`src/rtl/gpbk_pkg.sv`:
```
package gpbk_pkg;
  typedef enum logic [2:0] {
    GRP_DIR = 3'd0,
    GRP_LVL = 3'd1,
    GRP_IEN = 3'd2,
    GRP_IST = 3'd3,
    GRP_RSV = 3'd4
  } grp_e;

  function automatic int bank_shift(input int npins);
    return $clog2(npins) - 3;
  endfunction
endpackage

```
`src/rtl/gpbk_sync.sv`:
```
module gpbk_sync #(
  parameter int W = 16
) (
  input  logic         clk,
  input  logic         rst_n,
  input  logic [W-1:0] d_i,
  output logic [W-1:0] q_o
);
  logic [W-1:0] stage1_q, stage2_q;

  always_ff @(posedge clk or negedge rst_n) begin
    if (!rst_n) begin
      stage1_q <= '0;
      stage2_q <= '0;
    end else begin
      stage1_q <= d_i;
      stage2_q <= stage1_q;
    end
  end

  assign q_o = stage2_q;
endmodule

```
`src/rtl/gpbk_decode.sv`:
```
module gpbk_decode #(
  parameter  int NPINS = 16,
  localparam int SH    = gpbk_pkg::bank_shift(NPINS),
  localparam int AW    = SH + 3,
  localparam int NB    = NPINS / 8,
  localparam int IW    = (SH > 0) ? SH : 1
) (
  input  logic [AW-1:0] addr_i,
  output logic [2:0]    grp_o,
  output logic [IW-1:0] idx_o,
  output logic          in_map_o
);
  always_comb begin
    grp_o    = 3'(addr_i >> SH);
    idx_o    = IW'(addr_i & AW'(NB - 1));
    in_map_o = (grp_o <= 3'(gpbk_pkg::GRP_IST));
  end
endmodule

```
`src/rtl/gpbk_irq.sv`:
```
module gpbk_irq #(
  parameter int NPINS = 16
) (
  input  logic             clk,
  input  logic             rst_n,
  input  logic [NPINS-1:0] set_i,
  input  logic [NPINS-1:0] clr_i,
  input  logic [NPINS-1:0] en_i,
  output logic [NPINS-1:0] st_o,
  output logic             irq_o
);
  logic [NPINS-1:0] st_q;

  always_ff @(posedge clk or negedge rst_n) begin
    if (!rst_n) st_q <= '0;
    else        st_q <= (st_q & ~clr_i) | set_i;
  end

  assign st_o  = st_q;
  assign irq_o = |(st_q & en_i);

  // a status bit that was not cleared stays set
  p_sticky_r7: assert property (@(posedge clk) disable iff (!rst_n)
    1'b1 |=> ((($past(st_q) & ~$past(clr_i)) & ~st_q) == '0));

  // a pending bit always lands, even against a clear
  p_set_wins_r7: assert property (@(posedge clk) disable iff (!rst_n)
    1'b1 |=> (($past(set_i) & ~st_q) == '0));
endmodule

```
`src/rtl/gpbk_top.sv`:
```
module gpbk_top #(
  parameter  int NPINS = 16,
  localparam int SH    = gpbk_pkg::bank_shift(NPINS),
  localparam int AW    = SH + 3,
  localparam int NB    = NPINS / 8,
  localparam int IW    = (SH > 0) ? SH : 1
) (
  input  logic             clk,
  input  logic             rst_n,
  input  logic [AW-1:0]    host_addr,
  input  logic [7:0]       host_wdata,
  input  logic             host_wr,
  input  logic             host_rd,
  output logic [7:0]       host_rdata,
  input  logic [NPINS-1:0] pad_in,
  output logic [NPINS-1:0] pad_out,
  output logic [NPINS-1:0] pad_oe,
  input  logic [NPINS-1:0] trig_pend,
  output logic             irq_o
);
  import gpbk_pkg::*;

  logic [2:0]       grp;
  logic [IW-1:0]    idx;
  logic             in_map;
  logic [NPINS-1:0] dir_q, outv_q, en_q, st, lvl_s, clr_mask;
  logic [7:0]       rdata_q;

  gpbk_decode #(.NPINS(NPINS)) u_dec (
    .addr_i(host_addr), .grp_o(grp), .idx_o(idx), .in_map_o(in_map)
  );

  gpbk_sync #(.W(NPINS)) u_sync (
    .clk(clk), .rst_n(rst_n), .d_i(pad_in), .q_o(lvl_s)
  );

  for (genvar b = 0; b < NB; b++) begin : g_clr
    assign clr_mask[b*8 +: 8] =
      (host_wr && grp == 3'(GRP_IST) && idx == IW'(b)) ? host_wdata : 8'h00;
  end

  always_ff @(posedge clk or negedge rst_n) begin
    if (!rst_n) begin
      dir_q  <= '0;
      outv_q <= '0;
      en_q   <= '0;
    end else if (host_wr && in_map) begin
      for (int b = 0; b < NB; b++) begin
        if (idx == IW'(b)) begin
          case (grp)
            3'(GRP_DIR): dir_q[b*8 +: 8]  <= host_wdata;
            3'(GRP_LVL): outv_q[b*8 +: 8] <= host_wdata;
            3'(GRP_IEN): en_q[b*8 +: 8]   <= host_wdata;
            default: ;
          endcase
        end
      end
    end
  end

  gpbk_irq #(.NPINS(NPINS)) u_irq (
    .clk(clk), .rst_n(rst_n), .set_i(trig_pend), .clr_i(clr_mask),
    .en_i(en_q), .st_o(st), .irq_o(irq_o)
  );

  always_ff @(posedge clk or negedge rst_n) begin
    if (!rst_n) rdata_q <= 8'h00;
    else if (host_rd) begin
      case (grp)
        3'(GRP_DIR): rdata_q <= dir_q[8*int'(idx) +: 8];
        3'(GRP_LVL): rdata_q <= lvl_s[8*int'(idx) +: 8];
        3'(GRP_IEN): rdata_q <= en_q[8*int'(idx) +: 8];
        3'(GRP_IST): rdata_q <= st[8*int'(idx) +: 8];
        default:     rdata_q <= 8'h00;
      endcase
    end
  end

  assign host_rdata = rdata_q;
  assign pad_oe     = dir_q;
  assign pad_out    = outv_q & dir_q;

  // read data holds without a read strobe
  p_rdata_hold_r10: assert property (@(posedge clk) disable iff (!rst_n)
    !host_rd |=> $stable(host_rdata));

  // direction changes only through a direction write
  p_dir_hold_r3: assert property (@(posedge clk) disable iff (!rst_n)
    !(host_wr && grp == 3'(GRP_DIR)) |=> $stable(pad_oe));

  // writes outside the four live groups touch no control register
  p_rsvd_nowrite_r9: assert property (@(posedge clk) disable iff (!rst_n)
    (host_wr && !in_map) |=> ($stable(dir_q) && $stable(outv_q) && $stable(en_q)));

  // an enabled pending bit raises the request next cycle
  p_irq_follow_r8: assert property (@(posedge clk) disable iff (!rst_n)
    ((|(trig_pend & en_q)) && !(host_wr && grp == 3'(GRP_IEN))) |=> irq_o);
endmodule

```
`config.mk`:
```
export PLATFORM = sky130hd
export DESIGN_NAME = gpbk_top
export DESIGN_NICKNAME = d
export VERILOG_FILES = /design/src/rtl/gpbk_pkg.sv /design/src/rtl/gpbk_sync.sv /design/src/rtl/gpbk_decode.sv /design/src/rtl/gpbk_irq.sv /design/src/rtl/gpbk_top.sv
export SDC_FILE = /design/constraint.sdc
export NUM_CORES = 1
export LEC_CHECK = 0
export ABC_AREA = 1
export BUFFER_PORTS_ARGS = -buffer_cell sky130_fd_sc_hd__buf_4
export CAP_MARGIN = 40
export CORE_MARGIN = 5
export CORE_UTILIZATION = 43
export CTS_BUF_LIST = sky130_fd_sc_hd__clkbuf_4
export DETAILED_ROUTE_END_ITERATION = 6
export PLACE_DENSITY = 0.62
export SLEW_MARGIN = 20
export SYNTH_ARGS = -nofsm -noshare
export SYNTH_HDL_FRONTEND = slang
export SYNTH_HIERARCHICAL = 1
export SYNTH_SLANG_ARGS = --single-unit
```
`constraint.sdc`:
```
create_clock -name clk -period 1.3 [get_ports clk]
set_input_delay 0.065 -clock clk [delete_from_list [all_inputs] [get_ports clk]]
set_output_delay 0.065 -clock clk [all_outputs]
set_load 0.005 [all_outputs]
```
* Word-level counts from Yosys, hierarchy flattened
Cells that the tools add are included.
** Word-level totals
- Input bits :: 48
- Word-level logic and storage cells :: 39
- Register bits after elaboration :: 104
** Cells by class
- Bitwise operators :: 6
- Magnitude comparators :: 1
- Reductions and logical operators :: 12
- Eq/ne operators :: 3
- Shifts and indexed selects :: 4
- Multiplexer cells :: 3
** Operators with widths (number)
- $shiftx A16 B5 Y8 :: 4
- $and A16 B16 Y16 :: 3
- $pmux W8 S4 :: 1
- $reduce_and A3 Y1 :: 6
- $mux W8 :: 2
- $not A16 Y16 :: 1
- $or A16 B16 Y16 :: 1
- $reduce_or A16 Y1 :: 1
- $eq A3 B2 Y1 const B :: 2
- $logic_and A1 B1 Y1 :: 4
- $eq A3 B1 Y1 const B :: 1
- $le A3 B2 Y1 const B :: 1
- $logic_not A3 Y1 :: 1
- $not A1 Y1 :: 1

* Depth between registers and ports, before layout
Gate-level depths: netlist of the first run.
- Depth in word-level cells :: 7
- Mapped depth :: 12
- Depth with buffers taken out :: 10

* Hierarchy
The synthesis of the first run kept the hierarchy.
** By module, submodules not included
- gpbk_top :: cells an instance 401, instances 1, area an instance 2921.6 um2
- gpbk_sync :: cells an instance 32, instances 1, area an instance 800.8 um2
- gpbk_irq :: cells an instance 83, instances 1, area an instance 714.4 um2
- gpbk_decode :: cells an instance 5, instances 1, area an instance 33.8 um2

* Worst setup path before layout of the first run
Ideal clock, no wire load.
- Path type :: in2reg
- From :: in host_addr[3]
- To :: reg u_irq.st_q[10], in the netlist u_irq/st_o[10]
- Arrival time :: 1.111 ns
- Setup slack :: 0.065 ns
- Buffers on the path :: 2
- Setup time :: 0.124 ns
- Stages on the path :: 8
- Cells stage by stage :: buf_4 > inv_1 > nand3_1 > inv_1 > buf_4 > nand3_1 > nor2_1 > o21bai_1
** On the way
- Longest elaborated chain between the ends :: 7
** RTL lines
- from (decl) :: RTL line gpbk_top.sv:10 : input logic [AW-1:0] host_addr,
- $eq A3 B2 Y1 :: RTL line gpbk_top.sv:39 : (host_wr && grp == 3'(GRP_IST) && idx == IW'(b)) ? host_wdata : 8'h00;
- $logic_and A1 B1 Y1 (2 in series) :: RTL line gpbk_top.sv:39
- $mux W8 :: RTL line gpbk_top.sv:39
- net clr_mask[10] :: RTL line gpbk_top.sv:26 : logic [NPINS-1:0] dir_q, outv_q, en_q, st, lvl_s, clr_mask;
- $not A16 Y16 :: RTL line gpbk_irq.sv:16 : else st_q <= (st_q & ~clr_i) | set_i;
- $and A16 B16 Y16 :: RTL line gpbk_irq.sv:16
- $or A16 B16 Y16 :: RTL line gpbk_irq.sv:16
- to (signal assigned) :: RTL line gpbk_irq.sv:16
- to (decl) :: RTL line gpbk_irq.sv:12 : logic [NPINS-1:0] st_q;
The timed path passes the listed nets, and every way through them passes these cells.
A chain may end at the register's enable or synchronous reset.

* Worst setup path in the final report of the first run
- From :: reg u_irq.st_q[13], in the netlist u_irq/st_o[13]
- To :: out irq_o
** On the way
- Longest elaborated chain between the ends :: 2
** RTL lines
- $and A16 B16 Y16 :: RTL line gpbk_irq.sv:20 : assign irq_o = |(st_q & en_i);
- $reduce_or A16 Y1 :: RTL line gpbk_irq.sv:20
- to (decl) :: RTL line gpbk_top.sv:19 : output logic irq_o
No other way between the ends.

==> report_table.html, run 1 <==
<table>
<tr><th>Metric</th><th>Value</th></tr>
<tr><th colspan="2">Outcome</th></tr>
<tr><td>Outcome</td><td>finished, violations left</td></tr>
<tr><td>Failing checks</td><td>setup timing</td></tr>
<tr><th colspan="2">Synthesis</th></tr>
<tr><td>Post-synthesis share of cell area spent on full adders, half adders and majority gates</td><td>0</td></tr>
<tr><td>Mux cell area share after synthesis</td><td>0.0179</td></tr>
<tr><td>Combinational family with the most area after synthesis</td><td>simple AND/OR/NAND/NOR gates</td></tr>
<tr><td>Part of the Yosys area used for sequential elements</td><td>0.582</td></tr>
<tr><td>Distinct cells, synth</td><td>21</td></tr>
<tr><td>Synth warnings</td><td>6</td></tr>
<tr><td>Post-synthesis instance area</td><td>between 4000 and 5000 µm²</td></tr>
<tr><td>Synth Area in Compound Gates</td><td>0.0915</td></tr>
<tr><td>Synthesized-area fraction occupied by xor and xnor cells</td><td>0</td></tr>
<tr><td>Post-Syn Instances</td><td>approximately 520</td></tr>
<tr><td>Number of storage elements in the synthesis netlist</td><td>around 100</td></tr>
<tr><td>Avg Synthesized Cell Area</td><td>between 8 and 9 µm²</td></tr>
<tr><td>Basic-gate share of the synthesized area counting and, or, nand and nor cells</td><td>0.226</td></tr>
<tr><td>Total nets after synthesis</td><td>569</td></tr>
<tr><th colspan="2">Detailed routing</th></tr>
<tr><td>Average wire per standard cell</td><td>13.7 µm</td></tr>
<tr><td>Starting DRT DRC Count</td><td>226</td></tr>
<tr><td>Met1 Wirelength</td><td>5.13 mm</td></tr>
<tr><td>Via count normalized by instance count</td><td>~4.7</td></tr>
<tr><td>Routed met3 length</td><td>~690 µm</td></tr>
<tr><td>Final wirelength</td><td>between 10 and 15 mm</td></tr>
<tr><td>Routed Antenna Nets</td><td>0</td></tr>
<tr><td>DR WL met2</td><td>just over 5 mm</td></tr>
<tr><td>Vias</td><td>3825</td></tr>
<tr><td>Number of detailed-route iterations in the first pass</td><td>4</td></tr>
<tr><td>Top layer reached by signal wires</td><td>met4</td></tr>
<tr><td>Remaining design rule violation count</td><td>0</td></tr>
<tr><th colspan="2">Clock network</th></tr>
<tr><td>Source-to-sink clock delay at the later pin of the worst-skew pair</td><td>480 ps</td></tr>
<tr><td>Clock-pin slew on the worst setup and hold paths</td><td>160 ps</td></tr>
<tr><td>Cell chosen for the clock root</td><td>clkbuf_4</td></tr>
<tr><td>Maximum count of clock buffers along a single path</td><td>2</td></tr>
<tr><td>Number of buffers inserted during clock tree synthesis</td><td>9</td></tr>
<tr><td>Clock tree from TritonCTS</td><td>yes</td></tr>
<tr><td>Clock sink total</td><td>roughly 100</td></tr>
<tr><td>CTS H-tree lvls</td><td>3</td></tr>
<tr><th colspan="2">Critical path</th></tr>
<tr><td>Crit path capture type</td><td>output port</td></tr>
<tr><td>Arrival time worst endpoint</td><td>around 1500 ps</td></tr>
<tr><td>Type of origin of the critical path</td><td>flip-flop</td></tr>
<tr><td>Largest fanout on the critical path</td><td>2</td></tr>
<tr><td>Setup Crit Path Kind</td><td>flip-flop to output port</td></tr>
<tr><td>Data required time at the worst endpoint</td><td>between 1000 and 1500 ps</td></tr>
<tr><th colspan="2">Floorplanning</th></tr>
<tr><td>Core Footprint</td><td>a little over 10000 µm²</td></tr>
<tr><td>Die Height</td><td>approximately 110 µm</td></tr>
<tr><td>Number of ports placed on the die boundary</td><td>between 80 and 90</td></tr>
<tr><td>Width of the die</td><td>between 100 and 150 µm</td></tr>
<tr><td>Starting Density</td><td>0.437</td></tr>
<tr><td>DIE AREA</td><td>12500 µm²</td></tr>
<tr><td>Site Rows</td><td>37</td></tr>
<tr><th colspan="2">Final layout</th></tr>
<tr><td>Filler cell count in the final layout</td><td>around 960</td></tr>
<tr><td>Most frequent cells in the layout</td><td>nand2_1 (184), buf_4 (113), dfrtp_1 (104), inv_1 (68), o21ai_0 (47)</td></tr>
<tr><td>Commonest non-fill, non-tap cell in the layout</td><td>nand2_1</td></tr>
<tr><td>Area Overhead vs Synth</td><td>34.0%</td></tr>
<tr><td>Area taken by multi-input logic gates</td><td>1500 µm²</td></tr>
<tr><td>Sequential cell area</td><td>approximately 2600 µm²</td></tr>
<tr><td>Number of diodes</td><td>0</td></tr>
<tr><td>Post-layout net count</td><td>about 720</td></tr>
<tr><td>Share of post-route cells with drive strength above 1</td><td>0.206</td></tr>
<tr><td>Final std cells w/o fill</td><td>814</td></tr>
<tr><td>Post-layout instance area</td><td>5990 µm²</td></tr>
<tr><th colspan="2">Place</th></tr>
<tr><td>Setup WS pre-CTS</td><td>-137 ps</td></tr>
<tr><td>HPWL Detailed</td><td>between 7 and 8 mm</td></tr>
<tr><td>RD Place Congestion</td><td>~0.83</td></tr>
<tr><td>Number of placed cells counting well taps</td><td>around 740</td></tr>
<tr><td>Post-placement cell area</td><td>approximately 5300 µm²</td></tr>
<tr><td>Buffers added on ports</td><td>between 80 and 90</td></tr>
<tr><th colspan="2">STA</th></tr>
<tr><td>Worst clock skew on the final layout</td><td>26.5 ps</td></tr>
<tr><td>Final hold viol count</td><td>0</td></tr>
<tr><td>Unrepaired setup endpoints after global routing</td><td>true</td></tr>
<tr><td>PnR worst setup slack</td><td>-260 ps</td></tr>
<tr><td>Slew Limit Headroom</td><td>0.633</td></tr>
<tr><td>Post-route clock period utilization</td><td>1.20</td></tr>
<tr><td>Final Slew Violations</td><td>0</td></tr>
<tr><td>Total negative slack for setup checks</td><td>-260 ps</td></tr>
<tr><td>Final count of negative-setup-slack endpoints</td><td>1</td></tr>
<tr><td>Tmin final</td><td>about 1600 ps</td></tr>
<tr><td>Upper clock frequency limit</td><td>0.641 GHz</td></tr>
<tr><td>Measured slew at the worst slew-check pin</td><td>about 550 ps</td></tr>
<tr><th colspan="2">Pwr</th></tr>
<tr><td>Leak pwr</td><td>3.34 nW</td></tr>
<tr><td>PwrDens</td><td>1160 nW/µm²</td></tr>
<tr><td>Peak supply drop</td><td>0.000630 V</td></tr>
<tr><td>Tot Pwr</td><td>between 6 and 7 mW</td></tr>
<tr><th colspan="2">Run</th></tr>
<tr><td>Max Cap Viol</td><td>0</td></tr>
<tr><th colspan="2">Global routing</th></tr>
<tr><td>Total GRT Usage</td><td>0.185</td></tr>
<tr><td>Total gr overflow</td><td>0</td></tr>
<tr><td>Largest net degree at the start of global routing</td><td>about 110</td></tr>
<tr><td>Initial antenna violation count</td><td>0</td></tr>
<tr><td>Vias in the first global route</td><td>between 3000 and 4000</td></tr>
<tr><td>First-pass GRT wire length</td><td>~19 mm</td></tr>
<tr><th colspan="2">Hold path</th></tr>
<tr><td>Hold Crit Class</td><td>primary input to flip-flop</td></tr>
</table>
sequential cells by signal, indices dropped and copies added, names as in the netlist:
signal,cells
outv_q,16
u_sync/q_o,16
u_sync/stage1_q,16
en_q,16
pad_oe,16
u_irq/st_o,16
host_rdata,8
logic make-up after synthesis:
family / Yosys count
buf+inv: 87
compound gates: 73
mux: 8
flops: 104
simple gates: 249
area by class of cell:
cell class                      count  share of cell area
Clock inverter                      7              0.0134
Sequential cell                   104               0.434
Timing Repair Buffer              157               0.217
Clock buffer                        9              0.0113
Multi-Input combinational cell    330               0.251
Tap cell                          136              0.0284
Inverter                           71              0.0445
report_power, final:
| group | leakage (nW) | switching (mW) | internal, mW |
|---|---|---|---|
| registers | 1.24 | 0.263 | 3.59 |
| clock network | 0.0784 | 1.11 | 0.610 |
| logic | 2.01 | 0.654 | 0.747 |
repair_timing:
item / 4_1_cts / 5_1_grt
setup buffers: 8 / 6
hold endpoints to repair: 162 / 0
cloned: 0 / 0
endpoints found under the setup margin: 1 / 7
gates resized for setup: 1 / 5
pin swaps: 5 / 6
hold buffers: 40 / 0
worst paths after layout:
kind                                           from             end  slack [ps]  cells after the start
worst max-delay path                 u_irq/st_o[13]           irq_o        -260                      7
worst min-delay path                  host_wdata[6]      pad_oe[14]          20                      3
worst max register to register        u_irq/st_o[8]   u_irq/st_o[8]         100                      3
worst min register to register  u_sync/stage1_q[15]  u_sync/q_o[15]         370                      0
max in group asynchronous                     rst_n         en_q[0]         690                      3
min in group asynchronous                     rst_n       outv_q[7]         160                      3
Yosys cell counts (all sizes together):
cell / instances / area, µm²
a21oi: 8 / 40.0
nand4: 1 / 6.26
clkbuf: 2 / 7.51
inv: 71 / 267
dfrtp: 104 / 2600
nor2: 34 / 128
nor3: 4 / 36.3
nand3b: 8 / 60.1
mux2i: 8 / 80.1
o21bai: 16 / 120
buf: 14 / 93.8
nand3: 18 / 90.1
nand2: 184 / 691
o21ai: 49 / 249
layer usage:
metal	global-route usage	vias up
met5	0	-
met4	0.0689	0
met3	0.0408	21
met2	0.287	108
met1	0.256	1786
li1	-	1910
metrics by stage:
step                      hold slack [ps]   util
after floorplan                      -231      -
after global placement                174  0.520
after detailed placement              176  0.520
after CTS                            6.52  0.580
after global routing                 26.7  0.586
final                                18.4  0.586
worst max-delay path, stage by stage (launching register included):
cell	delay [ps]
dfrtp_1	430
nand2_1	70
nand2_1	60
inv_1	50
nand2_1	50
nor2_2	140
nand2_1	100
buf_4	140
Note: power is estimated with default switching activity, not from simulation.
==> run 2, diff against run 1 <==
==> constraint.sdc (replaced) <==
create_clock -name clk -period 1.3 [get_ports clk]
set_input_delay 0.26 -clock clk [delete_from_list [all_inputs] [get_ports clk]]
set_output_delay 0.26 -clock clk [all_outputs]
set_load 0.005 [all_outputs]
==> run 2 against run 1 <==
Compared with the run above:
- the flow still finishes with violations (setup timing)
- non-clock buffer count increased by 22
- global-route usage increased by 0.14 points
- highest routed layer unchanged
- hold slack improved by 0.90 ps
- first-iteration DRC count increased by 23%
- cell count increased by 2.6%
- critical path type unchanged
- sequential cell count unchanged
- total power increased by 5.2%
- final area increased by 5.8%
==> report_table.html, run 2 (synthesized netlist as in run 1, its figures left out) <==
<table>
<tr><th>Metric</th><th>Value</th></tr>
<tr><th colspan="2">Hold path</th></tr>
<tr><td>Hold Crit Class</td><td>primary input to flip-flop (unchanged)</td></tr>
<tr><th colspan="2">Global routing</th></tr>
<tr><td>Total gr overflow</td><td>0 (unchanged)</td></tr>
<tr><td>Vias in the first global route</td><td>3866 (was 3708)</td></tr>
<tr><td>Largest net degree at the start of global routing</td><td>61 (was 105)</td></tr>
<tr><td>Initial antenna violation count</td><td>0 (unchanged)</td></tr>
<tr><td>First-pass GRT wire length</td><td>18.9 mm (was 18.7 mm)</td></tr>
<tr><td>Total GRT Usage</td><td>0.186 (was 0.185)</td></tr>
<tr><th colspan="2">Floorplanning</th></tr>
<tr><td>Core Footprint</td><td>10200 µm² (unchanged)</td></tr>
<tr><td>Width of the die</td><td>112 µm (unchanged)</td></tr>
<tr><td>Site Rows</td><td>37 (unchanged)</td></tr>
<tr><td>Die Height</td><td>112 µm (unchanged)</td></tr>
<tr><td>DIE AREA</td><td>12500 µm² (unchanged)</td></tr>
<tr><td>Number of ports placed on the die boundary</td><td>89 (unchanged)</td></tr>
<tr><td>Starting Density</td><td>0.437 (unchanged)</td></tr>
<tr><th colspan="2">Final layout</th></tr>
<tr><td>Area Overhead vs Synth</td><td>41.8% (was 34.0%)</td></tr>
<tr><td>Commonest non-fill, non-tap cell in the layout</td><td>nand2_1 (unchanged)</td></tr>
<tr><td>Post-layout net count</td><td>743 (was 721)</td></tr>
<tr><td>Final std cells w/o fill</td><td>835 (was 814)</td></tr>
<tr><td>Share of post-route cells with drive strength above 1</td><td>0.262 (was 0.206)</td></tr>
<tr><td>Number of diodes</td><td>0 (unchanged)</td></tr>
<tr><td>Most frequent cells in the layout</td><td>nand2_1 (179), buf_4 (106), dfrtp_1 (103), inv_1 (64), o21ai_0 (47) (was nand2_1 (184), buf_4 (113), dfrtp_1 (104), inv_1 (68), o21ai_0 (47))</td></tr>
<tr><td>Post-route core utilization</td><td>0.619 (was 0.586)</td></tr>
<tr><th colspan="2">Critical path</th></tr>
<tr><td>Largest fanout on the critical path</td><td>2 (unchanged)</td></tr>
<tr><td>Data required time at the worst endpoint</td><td>1040 ps (was 1240 ps)</td></tr>
<tr><td>Setup Crit Path Kind</td><td>flip-flop to output port (unchanged)</td></tr>
<tr><td>Type of origin of the critical path</td><td>flip-flop (unchanged)</td></tr>
<tr><td>Arrival time worst endpoint</td><td>1460 ps (was 1500 ps)</td></tr>
<tr><td>Crit path capture type</td><td>output port (unchanged)</td></tr>
<tr><th colspan="2">STA</th></tr>
<tr><td>Worst hold slack after final layout</td><td>19.3 ps (was 18.4 ps)</td></tr>
<tr><td>Final Slew Violations</td><td>0 (unchanged)</td></tr>
<tr><td>Tmin final</td><td>1720 ps (was 1560 ps)</td></tr>
<tr><td>Upper clock frequency limit</td><td>0.581 GHz (was 0.641 GHz)</td></tr>
<tr><td>Slew Limit Headroom</td><td>0.764 (was 0.633)</td></tr>
<tr><td>Final count of negative-setup-slack endpoints</td><td>17 (was 1)</td></tr>
<tr><td>Post-route clock period utilization</td><td>1.32 (was 1.20)</td></tr>
<tr><td>Unrepaired setup endpoints after global routing</td><td>true (unchanged)</td></tr>
<tr><td>Worst clock skew on the final layout</td><td>20.0 ps (was 26.5 ps)</td></tr>
<tr><td>Final hold viol count</td><td>0 (unchanged)</td></tr>
<tr><td>Measured slew at the worst slew-check pin</td><td>354 ps (was 551 ps)</td></tr>
<tr><td>PnR worst setup slack</td><td>-420 ps (was -260 ps)</td></tr>
<tr><th colspan="2">Clock network</th></tr>
<tr><td>Cell chosen for the clock root</td><td>clkbuf_4 (unchanged)</td></tr>
<tr><td>Maximum count of clock buffers along a single path</td><td>2 (unchanged)</td></tr>
<tr><td>Clock-pin slew on the worst setup and hold paths</td><td>150 ps (was 160 ps)</td></tr>
<tr><td>Number of buffers inserted during clock tree synthesis</td><td>9 (unchanged)</td></tr>
<tr><td>Clock sink total</td><td>104 (unchanged)</td></tr>
<tr><td>Source-to-sink clock delay at the later pin of the worst-skew pair</td><td>440 ps (was 480 ps)</td></tr>
<tr><td>Clock tree from TritonCTS</td><td>yes (unchanged)</td></tr>
<tr><td>CTS H-tree lvls</td><td>3 (unchanged)</td></tr>
<tr><th colspan="2">Place</th></tr>
<tr><td>HPWL Detailed</td><td>8.34 mm (was 7.84 mm)</td></tr>
<tr><td>Buffers added on ports</td><td>88 (unchanged)</td></tr>
<tr><td>RD Place Congestion</td><td>0.831 (was 0.833)</td></tr>
<tr><td>Number of placed cells counting well taps</td><td>766 (was 744)</td></tr>
<tr><th colspan="2">Outcome</th></tr>
<tr><td>Outcome</td><td>finished, violations left (unchanged)</td></tr>
<tr><td>Failing checks</td><td>setup timing (unchanged)</td></tr>
<tr><th colspan="2">Detailed routing</th></tr>
<tr><td>Vias</td><td>3820 (was 3825)</td></tr>
<tr><td>Average wire per standard cell</td><td>13.5 µm (was 13.7 µm)</td></tr>
<tr><td>Via count normalized by instance count</td><td>4.57 (was 4.70)</td></tr>
<tr><td>Routed Antenna Nets</td><td>0 (unchanged)</td></tr>
<tr><td>Starting DRT DRC Count</td><td>277 (was 226)</td></tr>
<tr><td>Final wirelength</td><td>11.3 mm (was 11.1 mm)</td></tr>
<tr><td>Number of detailed-route iterations in the first pass</td><td>5 (was 4)</td></tr>
<tr><td>Remaining design rule violation count</td><td>0 (unchanged)</td></tr>
<tr><th colspan="2">Pwr</th></tr>
<tr><td>Leak pwr</td><td>3.50 nW (was 3.34 nW)</td></tr>
<tr><td>PwrDens</td><td>1160 nW/µm² (about the same)</td></tr>
<tr><td>Peak supply drop</td><td>0.000555 V (was 0.000630 V)</td></tr>
<tr><th colspan="2">Run</th></tr>
<tr><td>Max Cap Viol</td><td>0 (unchanged)</td></tr>
</table>
==> run 2: changes by cell type in the layout (fill, tap and decap cells not counted), moves of 4 or more <==
cell,previous run,this run
inv_2,3,7
nand2_1,184,179
buf_4,113,106
buf_6,3,41
inv_1,68,64
dlygate4sd3_1,40,29
nand2_2,0,5
==> run 2: through the flow <==
step	power [mW]	setup WS, ps	instance area [µm²]	TNS, ps
final	7.34	-420	6340	-1480
after CTS	7.27	-444	6220	-1880
after detailed placement	5.22	-106	5550	-2110
after global routing	7.77	-541	6340	-3280
after global placement	5.18	-55.7	5550	-1030
after floorplan	4.46	-35.9	4500	-685
==> run 2: worst max-delay path: stages, from the launching register on <==
cell and delay (ps):
dfrtp_1 430, nand2_1 80, nand2_1 50, inv_1 50
nand2_1 50, nor2_2 150, nand2_2 90, buf_6 120
==> run 2: layout make-up <==
cell class	instances	area, µm²
Clock buffer	9	67.6
Sequential cell	104	2600
Clock inverter	6	85.1
Timing Repair Buffer	179	1610
Fill cell	866	3890
Tap cell	136	170
Multi-Input combinational cell	330	1540
Inverter	71	267
==> run 2: worst paths after layout <==
path,slack [ps],start,depth (start not counted),to
worst max-delay path,-420,en_q[13],7,irq_o
worst min-delay path,20,trig_pend[9],2,u_irq/st_o[9]
worst max register to register,140,pad_oe[11],6,host_rdata[3]
worst min register to register,360,u_sync/stage1_q[10],0,u_sync/q_o[10]
max in group asynchronous,570,rst_n,3,u_irq/st_o[1]
min in group asynchronous,160,rst_n,2,pad_oe[5]
==> run 2: per-layer routing <==
metal / vias up / global-route usage / wire [µm]
li1: 1956 / - / -
met1: 1740 / 0.258 / 5260
met2: 113 / 0.297 / 5110
met3: 11 / 0.0500 / 816
met4: 0 / 0.0401 / 108
met5: - / 0 / 0
==> run 2: repair_timing <==
item | in CTS | in global routing
gates resized for setup | 28 | 21
endpoints found under the hold margin | 132 | 0
hold buffers | 29 | 0
cloned | 0 | 0
buffers inserted | 17 | 8
pin swaps | 14 | 10
setup endpoints to repair | 35 | 41
==> run 2: report_power, final <==
part	leakage (nW)	switching, mW	internal (mW)	total [mW]
registers	1.24	0.256	3.59	3.85
clock network	0.0810	1.02	0.766	1.78
logic	2.18	0.731	0.980	1.71
total	3.50	2.01	5.34	7.34
==> run 3, diff against run 2 <==
--- a/config.mk
+++ b/config.mk
@@ -10,3 +10,2 @@
 export CAP_MARGIN = 40
-export CORE_MARGIN = 5
 export CORE_UTILIZATION = 43
==> constraint.sdc (replaced) <==
create_clock -name clk -period 1.3 [get_ports clk]
set_input_delay 0.13 -clock clk [delete_from_list [all_inputs] [get_ports clk]]
set_output_delay 0.13 -clock clk [all_outputs]
set_load 0.005 [all_outputs]
==> run 3 against run 2 <==
Compared with the run above:
- the flow still finishes with violations (setup timing)
- critical path depth stayed put
- sequential cell count is the same
- die area shrank 14%
- global-route usage increased by 1.9 points
- via count decreased by 1.4%
- wire length down 6.5%
- hold slack gained 27 ps
- final area decreased by 4.0%
- first-iteration DRC count is 23% lower
- critical endpoint unchanged
- largest cell class unchanged
- largest power group unchanged
==> report_table.html, run 3 (synthesized netlist as in run 1, its figures left out) <==
<table>
<tr><th>Metric</th><th>Value</th></tr>
<tr><th colspan="2">STA</th></tr>
<tr><td>PnR worst setup slack</td><td>-287 ps (was -420 ps)</td></tr>
<tr><td>Final Slew Violations</td><td>0 (unchanged)</td></tr>
<tr><td>Tmin final</td><td>1590 ps (was 1720 ps)</td></tr>
<tr><td>Slew Limit Headroom</td><td>0.736 (was 0.764)</td></tr>
<tr><td>Final count of negative-setup-slack endpoints</td><td>1 (was 17)</td></tr>
<tr><td>Worst clock skew on the final layout</td><td>11.9 ps (was 20.0 ps)</td></tr>
<tr><td>Total negative slack for setup checks</td><td>-287 ps (was -1480 ps)</td></tr>
<tr><td>Final hold viol count</td><td>0 (unchanged)</td></tr>
<tr><td>Post-route clock period utilization</td><td>1.22 (was 1.32)</td></tr>
<tr><td>Unrepaired setup endpoints after global routing</td><td>true (unchanged)</td></tr>
<tr><td>Measured slew at the worst slew-check pin</td><td>394 ps (was 354 ps)</td></tr>
<tr><td>Worst hold slack after final layout</td><td>46.7 ps (was 19.3 ps)</td></tr>
<tr><td>Upper clock frequency limit</td><td>0.630 GHz (was 0.581 GHz)</td></tr>
<tr><th colspan="2">Detailed routing</th></tr>
<tr><td>Vias</td><td>3766 (was 3820)</td></tr>
<tr><td>Final wirelength</td><td>10.6 mm (was 11.3 mm)</td></tr>
<tr><td>Remaining design rule violation count</td><td>0 (unchanged)</td></tr>
<tr><td>Starting DRT DRC Count</td><td>212 (was 277)</td></tr>
<tr><td>Via count normalized by instance count</td><td>4.63 (was 4.57)</td></tr>
<tr><td>Average wire per standard cell</td><td>13.0 µm (was 13.5 µm)</td></tr>
<tr><td>Routed Antenna Nets</td><td>0 (unchanged)</td></tr>
<tr><td>Number of detailed-route iterations in the first pass</td><td>4 (was 5)</td></tr>
<tr><th colspan="2">Final layout</th></tr>
<tr><td>Area Overhead vs Synth</td><td>36.1% (was 41.8%)</td></tr>
<tr><td>Share of post-route cells with drive strength above 1</td><td>0.225 (was 0.262)</td></tr>
<tr><td>Final std cells w/o fill</td><td>814 (was 835)</td></tr>
<tr><td>Sequential cell area</td><td>2600 µm² (about the same)</td></tr>
<tr><td>Filler cell count in the final layout</td><td>889 (was 866)</td></tr>
<tr><td>Post-layout instance area</td><td>6080 µm² (was 6340 µm²)</td></tr>
<tr><td>Commonest non-fill, non-tap cell in the layout</td><td>nand2_1 (unchanged)</td></tr>
<tr><td>Post-route core utilization</td><td>0.614 (was 0.619)</td></tr>
<tr><td>Most frequent cells in the layout</td><td>nand2_1 (182), buf_4 (108), dfrtp_1 (104), inv_1 (66), o21ai_0 (47) (was nand2_1 (179), buf_4 (106), dfrtp_1 (103), inv_1 (64), o21ai_0 (47))</td></tr>
<tr><td>Number of diodes</td><td>0 (unchanged)</td></tr>
<tr><td>Area taken by multi-input logic gates</td><td>1510 µm² (was 1540 µm²)</td></tr>
<tr><td>Post-layout net count</td><td>724 (was 743)</td></tr>
<tr><th colspan="2">Place</th></tr>
<tr><td>Number of placed cells counting well taps</td><td>747 (was 766)</td></tr>
<tr><td>Post-placement cell area</td><td>5380 µm² (was 5550 µm²)</td></tr>
<tr><td>HPWL Detailed</td><td>7.47 mm (was 8.34 mm)</td></tr>
<tr><td>RD Place Congestion</td><td>0.907 (was 0.831)</td></tr>
<tr><td>Buffers added on ports</td><td>88 (unchanged)</td></tr>
<tr><td>Setup WS pre-CTS</td><td>-58.6 ps (was -106 ps)</td></tr>
<tr><th colspan="2">Pwr</th></tr>
<tr><td>Peak supply drop</td><td>0.000633 V (was 0.000555 V)</td></tr>
<tr><td>Leak pwr</td><td>3.37 nW (was 3.50 nW)</td></tr>
<tr><td>Tot Pwr</td><td>7.17 mW (was 7.34 mW)</td></tr>
<tr><td>PwrDens</td><td>1180 nW/µm² (was 1160 nW/µm²)</td></tr>
<tr><th colspan="2">Global routing</th></tr>
<tr><td>First-pass GRT wire length</td><td>17.4 mm (was 18.9 mm)</td></tr>
<tr><td>Vias in the first global route</td><td>3585 (was 3866)</td></tr>
<tr><td>Largest net degree at the start of global routing</td><td>68 (was 61)</td></tr>
<tr><td>Initial antenna violation count</td><td>0 (unchanged)</td></tr>
<tr><td>Total gr overflow</td><td>0 (unchanged)</td></tr>
<tr><td>Total GRT Usage</td><td>0.206 (was 0.186)</td></tr>
<tr><th colspan="2">Outcome</th></tr>
<tr><td>Failing checks</td><td>setup timing (unchanged)</td></tr>
<tr><td>Outcome</td><td>finished, violations left (unchanged)</td></tr>
<tr><th colspan="2">Floorplanning</th></tr>
<tr><td>Number of ports placed on the die boundary</td><td>89 (unchanged)</td></tr>
<tr><td>Starting Density</td><td>0.451 (was 0.437)</td></tr>
<tr><td>Site Rows</td><td>36 (was 37)</td></tr>
<tr><td>Width of the die</td><td>104 µm (was 112 µm)</td></tr>
<tr><td>Die Height</td><td>104 µm (was 112 µm)</td></tr>
<tr><td>Core Footprint</td><td>9910 µm² (was 10200 µm²)</td></tr>
<tr><td>DIE AREA</td><td>10800 µm² (was 12500 µm²)</td></tr>
<tr><th colspan="2">Clock network</th></tr>
<tr><td>Maximum count of clock buffers along a single path</td><td>2 (unchanged)</td></tr>
<tr><td>Clock tree from TritonCTS</td><td>yes (unchanged)</td></tr>
<tr><td>Number of buffers inserted during clock tree synthesis</td><td>9 (unchanged)</td></tr>
<tr><td>CTS H-tree lvls</td><td>3 (unchanged)</td></tr>
<tr><td>Source-to-sink clock delay at the later pin of the worst-skew pair</td><td>460 ps (was 440 ps)</td></tr>
<tr><td>Clock sink total</td><td>104 (unchanged)</td></tr>
<tr><td>Cell chosen for the clock root</td><td>clkbuf_4 (unchanged)</td></tr>
<tr><td>Clock-pin slew on the worst setup and hold paths</td><td>160 ps (was 150 ps)</td></tr>
<tr><th colspan="2">Critical path</th></tr>
<tr><td>Crit path capture type</td><td>output port (unchanged)</td></tr>
<tr><td>Largest fanout on the critical path</td><td>3 (was 2)</td></tr>
<tr><td>Cell-by-cell trace of the critical path</td><td>nand2_1 &gt; nand2_1 &gt; inv_2 &gt; nand2_2 &gt; nor2_4 &gt; nand2_2 &gt; buf_6 (was nand2_1 &gt; nand2_1 &gt; inv_1 &gt; nand2_1 &gt; nor2_2 &gt; nand2_2 &gt; buf_6)</td></tr>
<tr><td>CP Buf/Inv Count</td><td>2 (unchanged)</td></tr>
<tr><td>Kind of cell adding the most delay to the critical path</td><td>flip-flops (unchanged)</td></tr>
<tr><td>Arrival time worst endpoint</td><td>1460 ps (about the same)</td></tr>
<tr><td>Highest-delay cell along the critical path</td><td>dfrtp_1 (unchanged)</td></tr>
<tr><td>Type of origin of the critical path</td><td>flip-flop (unchanged)</td></tr>
<tr><td>Data required time at the worst endpoint</td><td>1170 ps (was 1040 ps)</td></tr>
<tr><td>Max stage delay on crit path</td><td>440 ps (was 430 ps)</td></tr>
<tr><td>Setup Crit Path Kind</td><td>flip-flop to output port (unchanged)</td></tr>
<tr><th colspan="2">Hold path</th></tr>
<tr><td>Hold Crit Class</td><td>primary input to flip-flop (unchanged)</td></tr>
<tr><th colspan="2">Run</th></tr>
<tr><td>Max Cap Viol</td><td>0 (unchanged)</td></tr>
</table>
-- run 3: area by class of cell --
class	count	share of cell area
Sequential cell	104	0.428
Tap cell	133	0.0273
Clock buffer	9	0.0111
Timing Repair Buffer	160	0.226
Inverter	71	0.0438
Multi-Input combinational cell	330	0.249
Clock inverter	7	0.0158
-- run 3: final timing paths --
kind	from	endpoint	slack [ps]	cells past startpoint
setup / recovery	u_irq/st_o[13]	irq_o	-290	7
hold / removal	host_wdata[1]	en_q[9]	50	3
setup reg to reg	pad_oe[5]	host_rdata[5]	160	6
hold reg to reg	u_sync/stage1_q[9]	u_sync/q_o[9]	370	0
max in group asynchronous	rst_n	u_irq/st_o[10]	800	3
min in group asynchronous	rst_n	outv_q[14]	160	3
-- run 3: worst reg2reg max path: stages, from the launching register on --
cell	delay [ps]
dfrtp_1	440
buf_4	150
buf_4	120
mux2i_1	130
a21oi_1	80
nand2_1	80
nand2_1	50
-- run 3: where the power goes --
| part | switching [mW] | internal, mW | total, mW |
|---|---|---|---|
| clock network | 1.07 | 0.779 | 1.85 |
| registers | 0.244 | 3.59 | 3.83 |
| logic | 0.680 | 0.806 | 1.49 |
-- run 3: layer usage --
layer / vias to the layer above / track usage / routed length (µm)
li1: 1917 / - / -
met1: 1725 / 0.283 / 4960
met2: 110 / 0.325 / 4890
met3: 14 / 0.0357 / 500
met4: 0 / 0.0827 / 218
met5: - / 0 / 0
-- run 3: what timing repair did --
item / 4_1_cts / 5_1_grt
endpoints found under the setup margin: 13 / 17
hold buffers: 33 / 0
hold endpoints to repair: 136 / 0
gates resized for setup: 2 / 23
setup buffers: 14 / 4
pin swaps: 0 / 16
